==> config.mk <==
export PLATFORM = sky130hd
export DESIGN_NAME = mrst_debounce
export DESIGN_NICKNAME = d
export VERILOG_FILES = /design/src/rtl/mrst_pkg.sv /design/src/rtl/mrst_sync.sv /design/src/rtl/mrst_tick_cnt.sv /design/src/rtl/mrst_fsm.sv /design/src/rtl/mrst_debounce.sv
export SDC_FILE = /design/constraint.sdc
export NUM_CORES = 1
export LEC_CHECK = 0
export BUFFER_PORTS_ARGS = -buffer_cell sky130_fd_sc_hd__buf_2
export CORE_MARGIN = 2
export CORE_UTILIZATION = 30
export CTS_CLUSTER_SIZE = 28
export DETAILED_ROUTE_END_ITERATION = 8
export PLACE_DENSITY_LB_ADDON = 0.05
export SLEW_MARGIN = 5
export SYNTH_ARGS = -nofsm -noshare
export SYNTH_HDL_FRONTEND = slang
export SYNTH_SLANG_ARGS = --single-unit
==> constraint.sdc <==
create_clock -name clk -period 2.5 [get_ports clk]
set_clock_uncertainty 0.1 [all_clocks]
set_input_delay 0.25 -clock clk [delete_from_list [all_inputs] [get_ports clk]]
set_output_delay 0.25 -clock clk [all_outputs]
set_load 0.005 [all_outputs]
==> src/rtl/mrst_pkg.sv <==
package mrst_pkg;

    typedef enum logic [2:0] {
        ST_IDLE       = 3'd0,
        ST_QUALIFY    = 3'd1,
        ST_ACTIVE     = 3'd2,
        ST_DEBOUNCE   = 3'd3,
        ST_RESET_HOLD = 3'd4
    } mrst_state_e;

endpackage

==> src/rtl/mrst_sync.sv <==
module mrst_sync #(
    parameter int STAGES = 2
) (
    input  logic clk,
    input  logic rst_n,
    input  logic d_in,
    output logic d_out
);
    logic [STAGES-1:0] chain_q;

    generate
        if (STAGES == 1) begin : g_one
            always_ff @(posedge clk or negedge rst_n) begin
                if (!rst_n) chain_q <= '0;
                else        chain_q <= d_in;
            end
        end else begin : g_many
            always_ff @(posedge clk or negedge rst_n) begin
                if (!rst_n) chain_q <= '0;
                else        chain_q <= {chain_q[STAGES-2:0], d_in};
            end
        end
    endgenerate

    assign d_out = chain_q[STAGES-1];
endmodule

==> src/rtl/mrst_tick_cnt.sv <==
module mrst_tick_cnt #(
    parameter int CNT_W = 6
) (
    input  logic             clk,
    input  logic             rst_n,
    input  logic             restart,
    input  logic             step,
    output logic [CNT_W-1:0] count
);
    localparam logic [CNT_W-1:0] CNT_MAX = '1;

    always_ff @(posedge clk or negedge rst_n) begin
        if (!rst_n)                          count <= '0;
        else if (restart)                    count <= '0;
        else if (step && count != CNT_MAX)   count <= count + 1'b1;
    end
endmodule

==> src/rtl/mrst_fsm.sv <==
module mrst_fsm
    import mrst_pkg::*;
#(
    parameter int QUAL_TICKS = 2,
    parameter int DB_TICKS   = 2,
    parameter int HOLD_TICKS = 32,
    parameter int CNT_W      = 6
) (
    input  logic             clk,
    input  logic             rst_n,
    input  logic             tick,
    input  logic             level,
    input  logic [CNT_W-1:0] count,
    output logic             cnt_restart,
    output logic             cnt_step,
    output logic             clr_o,
    output logic             rstn_low_o,
    output logic             wake_low_o
);
    localparam int QUAL_LAST = QUAL_TICKS - 2;
    localparam int DB_LAST   = DB_TICKS - 1;
    localparam int HOLD_LAST = HOLD_TICKS - 1;

    mrst_state_e state_q, state_d;

    always_comb begin
        state_d = state_q;
        unique case (state_q)
            ST_IDLE: begin
                if (tick && level) state_d = ST_QUALIFY;
            end
            ST_QUALIFY: begin
                if (tick) begin
                    if (!level)                       state_d = ST_IDLE;
                    else if (int'(count) == QUAL_LAST) state_d = ST_ACTIVE;
                end
            end
            ST_ACTIVE: begin
                if (tick && !level) state_d = ST_DEBOUNCE;
            end
            ST_DEBOUNCE: begin
                if (tick) begin
                    if (level)                       state_d = ST_ACTIVE;
                    else if (int'(count) == DB_LAST) state_d = ST_RESET_HOLD;
                end
            end
            ST_RESET_HOLD: begin
                if (tick && int'(count) == HOLD_LAST) state_d = ST_IDLE;
            end
            default: state_d = ST_IDLE;
        endcase
    end

    assign cnt_restart = (state_d != state_q);
    assign cnt_step    = tick && (state_d == state_q);

    always_ff @(posedge clk or negedge rst_n) begin
        if (!rst_n) state_q <= ST_IDLE;
        else        state_q <= state_d;
    end

    always_comb begin
        clr_o      = 1'b0;
        rstn_low_o = 1'b0;
        wake_low_o = 1'b0;
        unique case (state_q)
            ST_IDLE, ST_QUALIFY: begin
                clr_o      = 1'b0;
                rstn_low_o = 1'b0;
                wake_low_o = 1'b0;
            end
            ST_ACTIVE, ST_DEBOUNCE, ST_RESET_HOLD: begin
                clr_o      = 1'b1;
                rstn_low_o = 1'b1;
                wake_low_o = 1'b1;
            end
            default: begin
                clr_o      = 1'b1;
                rstn_low_o = 1'b1;
                wake_low_o = 1'b1;
            end
        endcase
    end
endmodule

==> src/rtl/mrst_debounce.sv <==
module mrst_debounce #(
    parameter int SYNC_STAGES = 2,
    parameter int QUAL_TICKS  = 2,
    parameter int DB_TICKS    = 2,
    parameter int HOLD_TICKS  = 32
) (
    input  logic clk,
    input  logic rst_n,
    input  logic tick_en,
    input  logic mr_raw,
    output logic cnt_clr,
    output logic rstn_low_req,
    output logic wake_low_req
);
    localparam int MAX_SPAN = (HOLD_TICKS > DB_TICKS)
                            ? ((HOLD_TICKS > QUAL_TICKS) ? HOLD_TICKS : QUAL_TICKS)
                            : ((DB_TICKS > QUAL_TICKS) ? DB_TICKS : QUAL_TICKS);
    localparam int CNT_W = $clog2(MAX_SPAN + 1);

    logic             mr_sync;
    logic             cnt_restart;
    logic             cnt_step;
    logic [CNT_W-1:0] tick_count;

    mrst_sync #(.STAGES(SYNC_STAGES)) u_sync (
        .clk   (clk),
        .rst_n (rst_n),
        .d_in  (mr_raw),
        .d_out (mr_sync)
    );

    mrst_tick_cnt #(.CNT_W(CNT_W)) u_cnt (
        .clk     (clk),
        .rst_n   (rst_n),
        .restart (cnt_restart),
        .step    (cnt_step),
        .count   (tick_count)
    );

    mrst_fsm #(
        .QUAL_TICKS (QUAL_TICKS),
        .DB_TICKS   (DB_TICKS),
        .HOLD_TICKS (HOLD_TICKS),
        .CNT_W      (CNT_W)
    ) u_fsm (
        .clk         (clk),
        .rst_n       (rst_n),
        .tick        (tick_en),
        .level       (mr_sync),
        .count       (tick_count),
        .cnt_restart (cnt_restart),
        .cnt_step    (cnt_step),
        .clr_o       (cnt_clr),
        .rstn_low_o  (rstn_low_req),
        .wake_low_o  (wake_low_req)
    );
endmodule

==> impl_metrics.json <==
{
  "status": "finished clean",
  "startpoint_type": "register",
  "die_area_um2": 2977,
  "fmax_ghz": 0.5281,
  "synth_compound_area_frac": 0.1582,
  "synth_area_um2": 767.0,
  "ys_warn_count": 0,
  "drt-total-wl_um": 1510,
  "synth.distinct_cells": 36,
  "port_buffers": 6,
  "num-fill-cells": 254,
  "dp_hpwl_um": 1109,
  "max_stage_delay_ns": 0.57,
  "drtIter0Drc": 12,
  "final_cell_mix": "11 x dfrtp_1, 7 x nor3_1, 6 x inv_1, 6 x buf_2",
  "layout-drive-gt1-share": 0.1744,
  "p_leak_nw": 0.3648,
  "arrival_ns": 1.92,
  "async_flop_share": 1.000,
  "synthMuxAreaShare": 0.02610,
  "grt_pass1_wl_um": 2697,
  "crit_fanout": 6,
  "holdWs_ns": 0.2494,
  "synth_top_family_by_area": "simple AND/OR/NAND/NOR gates",
  "htreeDepth": 1,
  "rsz0062_at_grt": "false",
  "cap_violations": 0,
  "cts.clk_slew.worst_paths_ns": 0.07,
  "insertion_delay_ns": 0.27,
  "synth_enable_flop_cells": 0,
  "vias": 607,
  "viasPerCell": 5.233,
  "grt_pass1_vias": 608,
  "die_x_um": 54.57,
  "synth_nets": 86,
  "n_antenna_cell": 0,
  "die_h_um": 54.57,
  "post_cts_resized": 0,
  "syn2layout_area_growth_pct": 10.93,
  "multi_input_area_um2": 439.2,
  "synth_seq_area_share": 0.3589,
  "synth_simple_gate_area_frac": 0.3067,
  "fin_nets": 94,
  "power_density_nw_per_um2": 805.3,
  "clock_sinks": 11,
  "regArea_um2": 275.3,
  "synthFlopType": "dfrtp_1",
  "hold_class": "reg -> reg",
  "coreArea_um2": 2455,
  "initial_core_util": 0.3124,
  "ys_ff_latch": 11,
  "postRouteAntennaNets": 0,
  "clock-root-buffer": "clkbuf_4",
  "grt_use_total": 0.1267,
  "required_ns": 2.53,
  "ioPinCount": 7,
  "num_rows": 18,
  "peakVddDrop_mv": 0.3527,
  "slowest_stage": "nor4_2",
  "routedWlPerCell_um": 13.02,
  "finalSetupViolCount": 0,
  "slew_headroom": 0.6090,
  "antenna_found_initial": 0,
  "postSynthCellCount": 79,
  "min_period_over_period": 0.7574,
  "worst_pin_slew_ns": 0.5816,
  "grt-ovfl-total": 0,
  "slew_violations": 0,
  "path_cells": "inv_1 -> ha_1 -> and3b_1 -> nor4b_2 -> nor4_2 -> nor3_1",
  "synth_xor_area_frac": 0.03263,
  "cts_tree": "built",
  "synth_adder_area_share": 0.04894,
  "cts_buffers": 3,
  "drc_errors": 0,
  "critPathKind": "reg -> reg",
  "gp_congestion": 0.7110,
  "syn_area_per_cell_um2": 9.709,
  "clock_path_buffers": 2,
  "cp-end-kind": "register",
  "hold_viol": 0,
  "grt_max_degree": 12,
  "tns_ns": 0,
  "layout_commonest_cell": "dfrtp_1",
  "layout_min_cycle_time_ns": 1.894,
  "dr.pass1.iters": 4
}
[sequential cells by signal, summed over array words and instances, names as in the netlist]
name            cells
u_sync.chain_q      2
u_cnt.count         6
u_fsm.state_q       3
[final cells by class]
cell class / instances / area share
multi-input combinational: 57 / 0.5162
sequential: 11 / 0.3235
timing repair buffer: 8 / 0.05882
tap: 30 / 0.04412
clock buffer: 4 / 0.03088
inverter: 6 / 0.02647
[metrics by stage]
| stage | instances | utilization | cell area [um^2] | setup WS (ns) | total power, mW |
|---|---|---|---|---|---|
| 2_1_floorplan | 79 | - | 767.0 | 0.8498 | 0.5103 |
| 3_3_place_gp | 110 | 0.3277 | 804.5 | 0.6411 | 0.5733 |
| 3_5_place_dp | 110 | 0.3277 | 804.5 | 0.5897 | 0.5657 |
| 4_1_cts | 116 | 0.3466 | 850.8 | 0.5742 | 0.6946 |
| 5_1_grt | 116 | 0.3466 | 850.8 | 0.4190 | 0.7503 |
| 6_report | 116 | 0.3466 | 850.8 | 0.6065 | 0.6852 |
[critical path: cells and delay by family, from the launching register on]
family	cells	cell delay, ns
AND/OR/NAND/NOR	4	0.99
flip-flops	1	0.42
buffers and inverters	1	0.10
adder cells (fa/ha/maj)	1	0.15
[cell usage after synthesis (all sizes together), types with 2 or more instances]
master / number / area (um^2)
mux2i: 2 / 20.02
xnor2: 2 / 25.03
and3b: 2 / 17.52
nand3: 4 / 20.02
a21oi: 3 / 15.01
ha: 3 / 37.54
nand2: 3 / 11.26
nand4: 2 / 12.51
nor2: 2 / 7.510
dfrtp: 11 / 275.3
buf: 5 / 30.02
nand2b: 2 / 12.51
inv: 6 / 22.52
nor3: 8 / 51.30
and3: 3 / 18.77
o21ai: 4 / 20.02
[where the power goes]
part / internal (mW) / switching, mW
sequential: 0.215 / 0.0631
clock: 0.0618 / 0.0597
combinational: 0.127 / 0.158
[metal layers]
layer  part of all wire  wire length, um  GRT usage
met5                  0                0          0
met4              0.030               45    0.06250
met3              0.037               56    0.01639
met2               0.42              638     0.1787
met1               0.51              770     0.1875
[worst paths after layout]
| check | from | end | slack [ns] | cells past startpoint |
|---|---|---|---|---|
| worst min-delay path | u_sync.chain_q[0]$_DFF_PN0_ | u_sync.chain_q[1]$_DFF_PN0_ | 0.25 | 0 |
| worst max register to register | u_cnt.count[0]$_DFFE_PN0P_ | u_cnt.count[0]$_DFFE_PN0P_ | 0.61 | 6 |
| min in group asynchronous | rst_n | u_sync.chain_q[0]$_DFF_PN0_ | 0.29 | 2 |
| worst min register to register | u_sync.chain_q[0]$_DFF_PN0_ | u_sync.chain_q[1]$_DFF_PN0_ | 0.25 | 0 |
| worst max-delay path | u_cnt.count[0]$_DFFE_PN0P_ | u_cnt.count[0]$_DFFE_PN0P_ | 0.61 | 6 |
| max in group asynchronous | rst_n | u_cnt.count[1]$_DFFE_PN0P_ | 1.81 | 2 |
[logic make-up after synthesis]
family / count (synthesis)
compound gates: 15
xor+xnor: 2
fa+ha+maj: 3
buf+inv: 11
flops: 11
mux: 2
simple gates: 35
[repair_timing]
action                     4_1_cts  5_1_grt
setup endpoints to repair        0        0
hold endpoints to repair        12        0
hold buffers                     2        0
buffers inserted                 0        0
Note: power is estimated with default switching activity, not from simulation.
